<file path="src/rtl/debug_halt_pkg.sv">
package debug_halt_pkg;
  localparam int EXC_COUNT = 13;
  localparam int CODE_W    = 4;
  localparam int ADR_CTRL  = 0;
  localparam int ADR_MODE  = 1;
  localparam int ADR_TRAP  = 2;
  localparam int ADR_WHY   = 3;

  // one-hot reason bit of a code; all zero for codes without an enable
  function automatic logic [EXC_COUNT-1:0] code_onehot(input logic [CODE_W-1:0] code);
    logic [EXC_COUNT-1:0] v;
    v = '0;
    for (int i = 0; i < EXC_COUNT; i++)
      if (code == CODE_W'(i)) v[i] = 1'b1;
    return v;
  endfunction

  // sticky update: clear first, then set, so a new trap survives an ack
  function automatic logic [EXC_COUNT-1:0] merge_reason(
    input logic [EXC_COUNT-1:0] cur,
    input logic [EXC_COUNT-1:0] set,
    input logic [EXC_COUNT-1:0] clr);
    return (cur & ~clr) | set;
  endfunction
endpackage

</file>
<file path="src/rtl/dbg_ctrl_regs.sv">
module dbg_ctrl_regs (
  input  logic clk,
  input  logic rst_n,
  input  logic wr_ctrl,
  input  logic wr_mode,
  input  logic wd_stall,
  input  logic wd_hold,
  input  logic wd_off,
  input  logic trap_evt,
  input  logic trap_hit,
  output logic stall_bit,
  output logic hold_bit,
  output logic mode_off,
  output logic rst_pulse
);
  always_ff @(posedge clk or negedge rst_n) begin
    if (!rst_n) begin
      stall_bit <= 1'b0;
      hold_bit  <= 1'b0;
      mode_off  <= 1'b0;
      rst_pulse <= 1'b0;
    end else begin
      if (wr_ctrl) begin
        stall_bit <= wd_stall;
        hold_bit  <= wd_hold;
        rst_pulse <= hold_bit & ~wd_hold;
      end else begin
        rst_pulse <= 1'b0;
        if (trap_evt) stall_bit <= trap_hit;
      end
      if (wr_mode) mode_off <= wd_off;
    end
  end
endmodule

</file>
<file path="src/rtl/dbg_trap_unit.sv">
module dbg_trap_unit
  import debug_halt_pkg::*;
#(
  parameter int NUM_EXC = EXC_COUNT,
  parameter int CW      = CODE_W
) (
  input  logic               clk,
  input  logic               rst_n,
  input  logic               wr_enable,
  input  logic               wr_reason,
  input  logic [NUM_EXC-1:0] wdata,
  input  logic               exc_valid,
  input  logic [CW-1:0]      exc_code,
  input  logic               hold,
  output logic [NUM_EXC-1:0] trap_en_q,
  output logic [NUM_EXC-1:0] reason_q,
  output logic               trap_evt,
  output logic               trap_hit
);
  logic [NUM_EXC-1:0] code_bit;
  logic [NUM_EXC-1:0] set_bits;
  logic [NUM_EXC-1:0] clr_bits;

  assign code_bit = code_onehot(exc_code);
  assign trap_evt = exc_valid & ~hold;
  assign trap_hit = trap_evt & |(code_bit & trap_en_q);
  assign set_bits = trap_hit ? code_bit : '0;
  assign clr_bits = wr_reason ? wdata : '0;

  always_ff @(posedge clk or negedge rst_n) begin
    if (!rst_n) begin
      trap_en_q <= '0;
      reason_q  <= '0;
    end else begin
      if (wr_enable) trap_en_q <= wdata;
      reason_q <= merge_reason(reason_q, set_bits, clr_bits);
    end
  end
endmodule

</file>
<file path="src/rtl/dbg_reg_read.sv">
module dbg_reg_read
  import debug_halt_pkg::*;
#(
  parameter int AW      = 3,
  parameter int DW      = 32,
  parameter int NUM_EXC = EXC_COUNT
) (
  input  logic [AW-1:0]      addr,
  input  logic               access,
  input  logic               stall_bit,
  input  logic               hold_bit,
  input  logic               mode_off,
  input  logic [NUM_EXC-1:0] trap_en_q,
  input  logic [NUM_EXC-1:0] reason_q,
  output logic [DW-1:0]      rdata,
  output logic               err
);
  localparam logic [AW-1:0] A_CTRL = AW'(ADR_CTRL);
  localparam logic [AW-1:0] A_MODE = AW'(ADR_MODE);
  localparam logic [AW-1:0] A_TRAP = AW'(ADR_TRAP);
  localparam logic [AW-1:0] A_WHY  = AW'(ADR_WHY);

  always_comb begin
    rdata = '0;
    err   = 1'b0;
    unique case (addr)
      A_CTRL: rdata = DW'({hold_bit, stall_bit});
      A_MODE: rdata = DW'(mode_off);
      A_TRAP: rdata = DW'(trap_en_q);
      A_WHY:  rdata = DW'(reason_q);
      default: err = access;
    endcase
  end
endmodule

</file>
<file path="src/rtl/debug_halt_ctrl.sv">
module debug_halt_ctrl
  import debug_halt_pkg::*;
#(
  parameter int ADDR_W  = 3,
  parameter int DATA_W  = 32,
  parameter int NUM_EXC = EXC_COUNT,
  parameter int CW      = CODE_W
) (
  input  logic              clk,
  input  logic              rst_n,
  input  logic              reg_we,
  input  logic              reg_re,
  input  logic [ADDR_W-1:0] reg_addr,
  input  logic [DATA_W-1:0] reg_wdata,
  output logic [DATA_W-1:0] reg_rdata,
  output logic              reg_err,
  input  logic              exc_valid,
  input  logic [CW-1:0]     exc_code,
  output logic              ignore_exc,
  output logic              core_stall,
  output logic              hold_reset,
  output logic              sys_rst_pulse
);
  localparam logic [ADDR_W-1:0] A_CTRL = ADDR_W'(ADR_CTRL);
  localparam logic [ADDR_W-1:0] A_MODE = ADDR_W'(ADR_MODE);
  localparam logic [ADDR_W-1:0] A_TRAP = ADDR_W'(ADR_TRAP);
  localparam logic [ADDR_W-1:0] A_WHY  = ADDR_W'(ADR_WHY);

  // named internal events, visible to the bound checker
  logic               wr_ctrl, wr_mode, wr_trap, wr_why;
  logic               stall_bit, mode_off, trap_evt, trap_hit;
  logic [NUM_EXC-1:0] trap_en_q, reason_q;

  assign wr_ctrl = reg_we && (reg_addr == A_CTRL);
  assign wr_mode = reg_we && (reg_addr == A_MODE);
  assign wr_trap = reg_we && (reg_addr == A_TRAP);
  assign wr_why  = reg_we && (reg_addr == A_WHY);

  dbg_ctrl_regs u_ctrl (
    .clk       (clk),
    .rst_n     (rst_n),
    .wr_ctrl   (wr_ctrl),
    .wr_mode   (wr_mode),
    .wd_stall  (reg_wdata[0]),
    .wd_hold   (reg_wdata[1]),
    .wd_off    (reg_wdata[0]),
    .trap_evt  (trap_evt),
    .trap_hit  (trap_hit),
    .stall_bit (stall_bit),
    .hold_bit  (hold_reset),
    .mode_off  (mode_off),
    .rst_pulse (sys_rst_pulse)
  );

  dbg_trap_unit #(.NUM_EXC(NUM_EXC), .CW(CW)) u_trap (
    .clk       (clk),
    .rst_n     (rst_n),
    .wr_enable (wr_trap),
    .wr_reason (wr_why),
    .wdata     (reg_wdata[NUM_EXC-1:0]),
    .exc_valid (exc_valid),
    .exc_code  (exc_code),
    .hold      (hold_reset),
    .trap_en_q (trap_en_q),
    .reason_q  (reason_q),
    .trap_evt  (trap_evt),
    .trap_hit  (trap_hit)
  );

  dbg_reg_read #(.AW(ADDR_W), .DW(DATA_W), .NUM_EXC(NUM_EXC)) u_read (
    .addr      (reg_addr),
    .access    (reg_we | reg_re),
    .stall_bit (stall_bit),
    .hold_bit  (hold_reset),
    .mode_off  (mode_off),
    .trap_en_q (trap_en_q),
    .reason_q  (reason_q),
    .rdata     (reg_rdata),
    .err       (reg_err)
  );

  assign ignore_exc = trap_hit;
  assign core_stall = stall_bit & ~mode_off;
endmodule

</file>
<file path="config.mk">
export PLATFORM = sky130hd
export DESIGN_NAME = debug_halt_ctrl
export DESIGN_NICKNAME = d
export VERILOG_FILES = /design/src/rtl/debug_halt_pkg.sv /design/src/rtl/dbg_ctrl_regs.sv /design/src/rtl/dbg_trap_unit.sv /design/src/rtl/dbg_reg_read.sv /design/src/rtl/debug_halt_ctrl.sv
export SDC_FILE = /design/constraint.sdc
export NUM_CORES = 1
export LEC_CHECK = 0
export ABC_AREA = 1
export BUFFER_PORTS_ARGS = -buffer_cell sky130_fd_sc_hd__buf_2
export CAP_MARGIN = 20
export CORE_MARGIN = 10
export CORE_UTILIZATION = 40
export DETAILED_ROUTE_END_ITERATION = 16
export GPL_TIMING_DRIVEN = 0
export PLACE_DENSITY = 0.69
export SLEW_MARGIN = 20
export SYNTH_ARGS = -nofsm -noshare
export SYNTH_HDL_FRONTEND = slang
export SYNTH_SLANG_ARGS = --single-unit
</file>
<file path="constraint.sdc">
create_clock -name clk -period 1.7 [get_ports clk]
set_clock_uncertainty 0.15 [all_clocks]
set_input_delay 0.425 -clock clk [delete_from_list [all_inputs] [get_ports clk]]
set_output_delay 0.425 -clock clk [all_outputs]
set_load 0.02 [all_outputs]
</file>
After elaboration in Yosys (flattened, before gate mapping). Cells that the tools add are included.

Register bits: 30. Input bits: 44. Output and inout port bits: 37. Logic and storage cells: 62.

Equality and inequality tests: 15. Muxes and demuxes: 20. Bitwise operators: 12. Reductions and logical operators: 9.

Operators with widths (count): 13-bit one-hot mux with 4 select lines (1); 13-bit AND (2); 13-bit 2-to-1 mux (2); 4-bit equality test, second input constant (5); 1-bit 2-to-1 mux (17); 4-bit by 3-bit equality test with 1-bit output, second input constant (4); 13-bit NOT (1); 13-bit bitwise OR (1); 13-bit OR reduction (1); 4-bit by 2-bit equality test with 1-bit output, second input constant (2); 3-bit by 2-bit equality test with 1-bit output, second input constant (2); 1-bit AND (4); 4-bit by 1-bit equality test with 1-bit output, second input constant (1); 1-bit logical AND (4); 4-bit logical NOT (1); 4-bit OR reduction (1); 3-bit by 1-bit equality test with 1-bit output, second input constant (1); 3-bit logical NOT (1); 1-bit NOT (3); 2-bit nonzero test (1); 1-bit bitwise OR (1).

Longest topological paths before layout. Gate-level depths: netlist of run 1.

Depth in word-level cells: 7. Mapped depth: 11. Mapped depth without buffers: 10.

Cells and area by module. From an unflattened synthesis of run 1, not the netlist that was laid out.

Cell total of the unflattened synthesis: 267. Area total of the unflattened synthesis: 2023.2 sq um.

By module, submodules not included: dbg_trap_unit (instances 1, cells each 154, area an instance 1336.3 sq um, seq. area each 650.6 sq um); dbg_reg_read (instances 1, cells each 78, area an instance 455.4 sq um, seq. area each 0.0 sq um); dbg_ctrl_regs (instances 1, cells each 20, area an instance 170.2 sq um, seq. area each 100.1 sq um); debug_halt_ctrl (instances 1, cells each 15, area an instance 61.3 sq um, seq. area each 0.0 sq um).

Worst setup path after synthesis of run 1. No wires, ideal clock.

Path kind: input-to-output. Start point: input port exc_code[3]. End point: output port ignore_exc. Arrival time: 1.313 ns. Data required time: 1.125 ns. Path slack: -0.188 ns. Cell stages on the path: 7. Path buffers: 0. Cell sequence: nor2_1 nand3_1 nand2_1 inv_1 nand2_2 nor2_2 a21oi_1.

Cells in the longest elaborated chain, start to end: 5. Elaborated cells between the ends (all ways): 29.

RTL lines: start, declared (line debug_halt_ctrl.sv:18) `input logic [CW-1:0] exc_code,`; 4-bit by 1-bit equality test with 1-bit output (tied with other cells) (line debug_halt_pkg.sv:14) `if (code == CODE_W'(i)) v[i] = 1'b1;`; 1-bit 2-to-1 mux (line debug_halt_pkg.sv:14); 13-bit AND (*) (line dbg_trap_unit.sv:26) `assign trap_hit = trap_evt & |(code_bit & trap_en_q);`; 13-bit OR reduction (*) (line dbg_trap_unit.sv:26); 1-bit AND (*) (line dbg_trap_unit.sv:26); end, declared (line debug_halt_ctrl.sv:19) `output logic ignore_exc,`.

Mark *: on every way between the ends. The rest lies on a longest branch, timed or not.

Worst setup path after layout of run 1.
Start point: input port exc_code[1]. End point: output port ignore_exc.

The elaborated chain is that of the path after synthesis.

==> impl_metrics.py, run 1 <==
metrics = {
    "cts": {
        "cts_tree": "built",
        "clk_pin_slew_ns": 0.06,
        "h-tree-depth": 2,
        "max-clock-path-buffers": 2,
        "cts_sinks": 30,
        "cts_hold_buffers": 0,
        "numCtsBuffers": 5,
        "clk_root_buffer_cell": "clkbuf_8",
        "clock_latency_ns": 0.28,
    },
    "global_routing": {
        "grt_max_degree": 31,
        "grt_pass1_vias": 1922,
        "grt_usage_pct": 15.1,
        "antenna_found_initial": 0,
        "overflow": 0,
        "grt_pass1_wl_mm": 9.35,
    },
    "finish": {
        "final_common_cell": "buf_4",
        "layout_common_cells": "buf_4, dfrtp_1, inv_1, nand2_1, buf_2",
        "drive_above_1_share_pct": 45.0,
        "final_cells": 372,
        "area_growth_pct": 46.0,
        "fin_area_um2": 2760,
        "final_core_util_pct": 61.6,
        "diodes": 0,
        "fin_nets": 363,
    },
    "run_status": {
        "status": "complete, but fails checks",
        "violations": "negative setup slack",
    },
    "place": {
        "place_inst": 351,
        "portBuffers": 42,
        "gp_congestion": 0.932,
        "place_area_um2": 2260,
        "dp_hpwl_mm": 3.94,
        "place_ws_ns": -0.356,
    },
    "synthesis": {
        "async_flop_share_pct": 100,
        "yosys_warnings": 0,
        "seq_area_frac_synth_pct": 39.8,
        "synth_cells": 239,
        "synth_seq_cells": 30,
        "synth.cell_area_um2": 1890,
        "synth.avg_cell_area_um2": 7.89,
        "synth_top_flop_cell": "dfrtp_1",
        "synth-edff-count": 0,
        "synth.distinct_cells": 26,
    },
    "sta": {
        "setup_tns_ns": -2.03,
        "rsz0062_at_grt": "true",
        "tightestPinTransition_ns": 0.677,
        "fin_crit_sh_pct": 112,
        "setup_viol": 14,
        "max_freq_mhz": 525,
        "drv_slew": 0,
        "whs_ns": 0.0322,
        "slew_headroom_pct": 54.9,
        "hold_viol": 0,
        "layout_setup_ws_ns": -0.205,
        "min_period_ns": 1.91,
    },
    "detailed_routing": {
        "drt_iter0_markers": 139,
        "wirelength_mm": 5.70,
        "vias": 1807,
        "avgViaCountPerCell": 4.86,
        "drc": 0,
        "routedWlPerCell_um": 15.3,
        "ant_nets": 0,
        "drtPass1Iterations": 4,
    },
    "setup_path": {
        "worstPathArrival_ns": 1.33,
        "cpMostUsedCell": "nor2_4",
        "reg2reg_depth": 8,
        "critical_path_class": "in -> out",
        "start_kind": "input pin",
        "r2r_slack_ns": 0.14,
        "required_ns": 1.12,
        "reg2reg_from": "u_trap.trap_en_q[8]$_DFFE_PN0P_",
        "slowest_stage": "nor2_4",
        "path_cells": "buf_12, nor2_4, nand4_1, nand3_2, nor2_4, a21oi_4, buf_6",
        "cp_max_fo": 5,
        "r2r_end": "u_trap.reason_q[10]$_DFF_PN0_",
        "worstSetupEndpointType": "output pin",
        "slowest_delay_ns": 0.17,
    },
    "floorplanning": {
        "rows": 24,
        "start_util_pct": 42.2,
        "ioPinCount": 81,
        "chipHeight_um": 88.7,
        "die_w_um": 88.7,
        "core_um2": 4470,
        "die_area_um2": 7860,
    },
    "power": {
        "vdd_ir_drop_max_uv": 667,
        "p_total_mw": 2.19,
        "power_density_nw_per_um2": 794,
        "leakage_nw": 1.44,
    },
    "flow_run": {
        "drv_cap": 0,
    },
    "worst_hold_path": {
        "min_path_type": "in -> async",
    },
}
flip-flops by register name (all words and copies together) (netlist names):
register          count
u_trap.reason_q      13
u_ctrl.hold_bit       1
u_ctrl.stall_bit      1
u_ctrl.mode_off       1
u_trap.trap_en_q     13
u_ctrl.rst_pulse      1
worst max path at each step:
stage | startpoint | end | slack (ns) | cells past startpoint
after global routing | exc_code[2] | ignore_exc | -0.23 | 9
after global placement | exc_code[0] | ignore_exc | -0.33 | 10
after CTS | exc_code[0] | ignore_exc | -0.18 | 7
final | exc_code[1] | ignore_exc | -0.21 | 7
after detailed placement | exc_code[0] | ignore_exc | -0.36 | 10
after floorplan | reg_addr[1] | reg_rdata[1] | 0.01 | 7
power breakdown:
part / switching (mW) / internal, mW
logic: 0.379 / 0.297
clock network: 0.256 / 0.326
registers: 0.0918 / 0.838
per-layer routing:
layer | part of all wire, % | GRT usage [%]
met4 | 1.0 | 4.85
met2 | 48 | 25.1
met3 | 9.3 | 4.50
met1 | 42 | 18.2
met5 | 0 | 0
worst max-delay path: cells and delay by family:
family	cells	cell delay (ns)
and+or+nand+nor	4	0.51
AOI/OAI and AO/OA	1	0.14
buffers and inverters	2	0.25
cells in the mapped netlist (5+ instances only):
cell,n,area (µm²)
nand2_2,12,75.1
dfrtp_1,30,751
nand3_1,21,105
buf_4,20,150
nand2_1,32,120
inv_1,30,113
o21ai_1,13,65.1
nand3_2,10,100
nor2_1,18,67.6
o21ai_0,15,75.1
nor2_2,5,31.3
a22o_1,11,96.3
inv_2,5,18.8
cell type report:
type | instances | area, µm²
sequential | 30 | 751
fill | 417 | 1720
clock inverter | 1 | 5.00
inverter | 35 | 151
multi-input combinational | 166 | 997
tap | 52 | 65.1
clock buffer | 7 | 86.3
timing repair buffer | 55 | 470
buffer | 26 | 229
cell families (layout without fill, tap and decap cells):
family                 Yosys count  count (layout)  share of synthesized area (%)
AO/OA/AOI/OAI                   44              44                           14.4
flip-flops                      30              30                           39.8
AND/OR/NAND/NOR                103             103                           28.8
buffers and inverters           61             124                           16.8
other                            1              19                          0.199
repair_timing:
| item | 4_1_cts | 5_1_grt |
|---|---|---|
| cloned | 1 | 0 |
| hold endpoints to repair | 0 | 0 |
| buffers inserted | 9 | 3 |
| pin swaps | 24 | 19 |
| gates resized for setup | 61 | 24 |
| endpoints found under the setup margin | 14 | 20 |
(Power assumes the default switching activity.)
==> run 2: changes to the inputs <==
--- a/config.mk
+++ b/config.mk
@@ -8,12 +8,14 @@
 export ABC_AREA = 1
 export BUFFER_PORTS_ARGS = -buffer_cell sky130_fd_sc_hd__buf_2
 export CAP_MARGIN = 20
+export CORE_ASPECT_RATIO = 1.2
 export CORE_MARGIN = 10
 export CORE_UTILIZATION = 40
 export DETAILED_ROUTE_END_ITERATION = 16
 export GPL_TIMING_DRIVEN = 0
-export PLACE_DENSITY = 0.69
+export PLACE_DENSITY = 0.68
 export SLEW_MARGIN = 20
 export SYNTH_ARGS = -nofsm -noshare
 export SYNTH_HDL_FRONTEND = slang
+export SYNTH_HIERARCHICAL = 1
 export SYNTH_SLANG_ARGS = --single-unit
==> impl_metrics.py, run 2 <==
metrics = {
    "synthesis": {
        "synth_most_common_cell": "nand2_1",
        "synth_top_cell_area_share_pct": 37.1,
        "yosys_warnings": 6,
        "synth-edff-count": 0,
        "synth.avg_cell_area_um2": 7.58,
        "synth.distinct_cells": 23,
        "synth_top_flop_cell": "dfrtp_1",
        "synthTopCellsByArea": "dfrtp_1, nand2_1, mux2_2, buf_4, inv_1",
        "synth_seq_cells": 30,
        "async_flop_share_pct": 100,
        "synth_commonest_cells": "nand2_1, inv_1, dfrtp_1, nor2_1, nand3_1",
        "synth.cell_area_um2": 2020,
        "yosysTopAreaCell": "dfrtp_1",
        "synth_cells": 267,
        "seq_area_frac_synth_pct": 37.1,
    },
    "floorplanning": {
        "chipHeight_um": 97.9,
        "die_w_um": 84.9,
        "ioPinCount": 81,
        "rows": 28,
        "die_area_um2": 8310,
        "start_util_pct": 41.2,
        "core_um2": 4900,
    },
    "detailed_routing": {
        "dr.max_layer_used": "met4",
        "ant_nets": 0,
        "routedWlPerCell_um": 14.7,
        "wl_met3_um": 438,
        "drc": 0,
        "drtPass1Iterations": 5,
        "drt_iter0_markers": 82,
        "wl_met2_mm": 3.26,
        "wirelength_mm": 6.13,
        "vias": 2006,
        "avgViaCountPerCell": 4.82,
        "m1WireLength_mm": 2.26,
    },
    "place": {
        "gp_congestion": 0.917,
        "portBuffers": 42,
        "place_inst": 387,
        "dp_hpwl_mm": 4.09,
    },
    "setup_path": {
        "required_ns": 1.12,
        "critPathBufInv": 2,
        "slowest_delay_ns": 0.19,
        "critPathTopFamily": "simple AND/OR/NAND/NOR gates",
        "worstPathArrival_ns": 1.35,
        "cp_max_fo": 5,
        "worstSetupEndpointType": "output pin",
        "slowest_stage": "nor2_4",
        "path_cells": "buf_12, nor2_4, nand3_1, nand2_2, nor3_4, a21boi_2, buf_6",
        "start_kind": "input pin",
        "critical_path_class": "in -> out",
    },
    "power": {
        "leakage_nw": 1.60,
        "vdd_ir_drop_max_uv": 589,
        "power_density_nw_per_um2": 830,
        "p_total_mw": 2.56,
    },
    "cts": {
        "cts_tree": "built",
        "clk_root_buffer_cell": "clkbuf_8",
        "h-tree-depth": 2,
        "cts_sinks": 30,
        "clk_pin_slew_ns": 0.06,
        "numCtsBuffers": 5,
        "max-clock-path-buffers": 2,
        "clock_latency_ns": 0.28,
    },
    "sta": {
        "setup_viol": 11,
        "tightestPinTransition_ns": 0.682,
        "min_period_ns": 1.92,
        "setup_tns_ns": -0.518,
        "layout_setup_ws_ns": -0.224,
        "hold_viol": 0,
        "max_freq_mhz": 520,
        "rsz0062_at_grt": "true",
        "slew_headroom_pct": 54.6,
        "drv_slew": 0,
        "fin_crit_sh_pct": 113,
        "whs_ns": 0.0285,
    },
    "worst_hold_path": {
        "min_path_type": "in -> async",
    },
    "finish": {
        "diodes": 0,
        "area_growth_pct": 52.8,
        "final_cells": 416,
        "fin_nets": 399,
        "final_core_util_pct": 63.0,
        "top_regs": "u_trap/reason_q (13), u_trap/trap_en_q (13)",
        "drive_above_1_share_pct": 49.4,
        "final_common_cell": "nand2_1",
        "layout_common_cells": "nand2_1, buf_4, inv_1",
    },
    "global_routing": {
        "grt_usage_pct": 13.9,
        "grt_max_degree": 31,
        "antenna_found_initial": 0,
        "grt_pass1_vias": 2085,
        "overflow": 0,
        "grt_pass1_wl_mm": 9.70,
    },
    "run_status": {
        "violations": "negative setup slack",
        "status": "complete, but fails checks",
    },
    "flow_run": {
        "drv_cap": 0,
    },
}
run 2: kinds of logic (layout without fill, tap and decap cells):
group                  after synthesis  in the layout  share of synthesized area [%]
and+or+nand+nor                    142            142                           32.5
DFF                                 30             30                           37.1
buffers and inverters               67            138                           17.5
AOI/OAI and AO/OA                   14             14                           5.44
muxes                               13             13                           7.24
other                                1             19                          0.185
run 2: area by class of cell:
cell class              count  area (µm²)
inverters                  42         188
multi-input cells         188        1190
clock inverters             3        40.0
repair buffers             63         559
flip-flops and latches     30         752
fillers                   422        1810
clock buffers               5        68.8
well taps                  60        75.1
plain buffers              25         221
run 2: metrics by stage:
stage	setup slack, ns	instance area (µm²)
3_5_place_dp	-0.325	2390
6_report	-0.224	3090
3_3_place_gp	-0.325	2390
5_1_grt	-0.342	3090
2_1_floorplan	0.00447	2110
4_1_cts	-0.196	2850
run 2: path summary, 6_finish.rpt:
path,end,slack [ns],start,cells past startpoint
hold / removal,u_trap/reason_q[4]$_DFF_PN0_,0.03,rst_n,1
min in group clk,u_ctrl/rst_pulse$_DFF_PN0_,0.19,reg_wdata[1],2
setup / recovery,ignore_exc,-0.22,exc_code[0],7
hold reg to reg,u_trap/reason_q[4]$_DFF_PN0_,0.33,u_trap/reason_q[4]$_DFF_PN0_,2
setup reg to reg,u_trap/reason_q[9]$_DFF_PN0_,0.05,u_trap/trap_en_q[4]$_DFFE_PN0P_,9
max in group asynchronous,u_trap/trap_en_q[8]$_DFFE_PN0P_,0.90,rst_n,1
run 2: what timing repair did:
action	CTS	global route
buffers inserted	11	8
hold buffers	0	0
cloned	1	1
resized for setup	81	41
endpoints found under the hold margin	0	0
endpoints found under the setup margin	14	33
pin swaps	12	19
run 2: report_power, final:
group | switching [mW] | internal (mW) | total (mW)
Clock | 0.280 | 0.431 | 0.711
Combinational | 0.457 | 0.409 | 0.865
Sequential | 0.127 | 0.860 | 0.988
Total | 0.864 | 1.70 | 2.56
run 2: routing by layer:
metal / track usage (%) / up-vias
met3: 4.90 / 19
met2: 25.0 / 83
met1: 14.2 / 937
li1: - / 967
met4: 5.71 / 0
met5: 0 / -
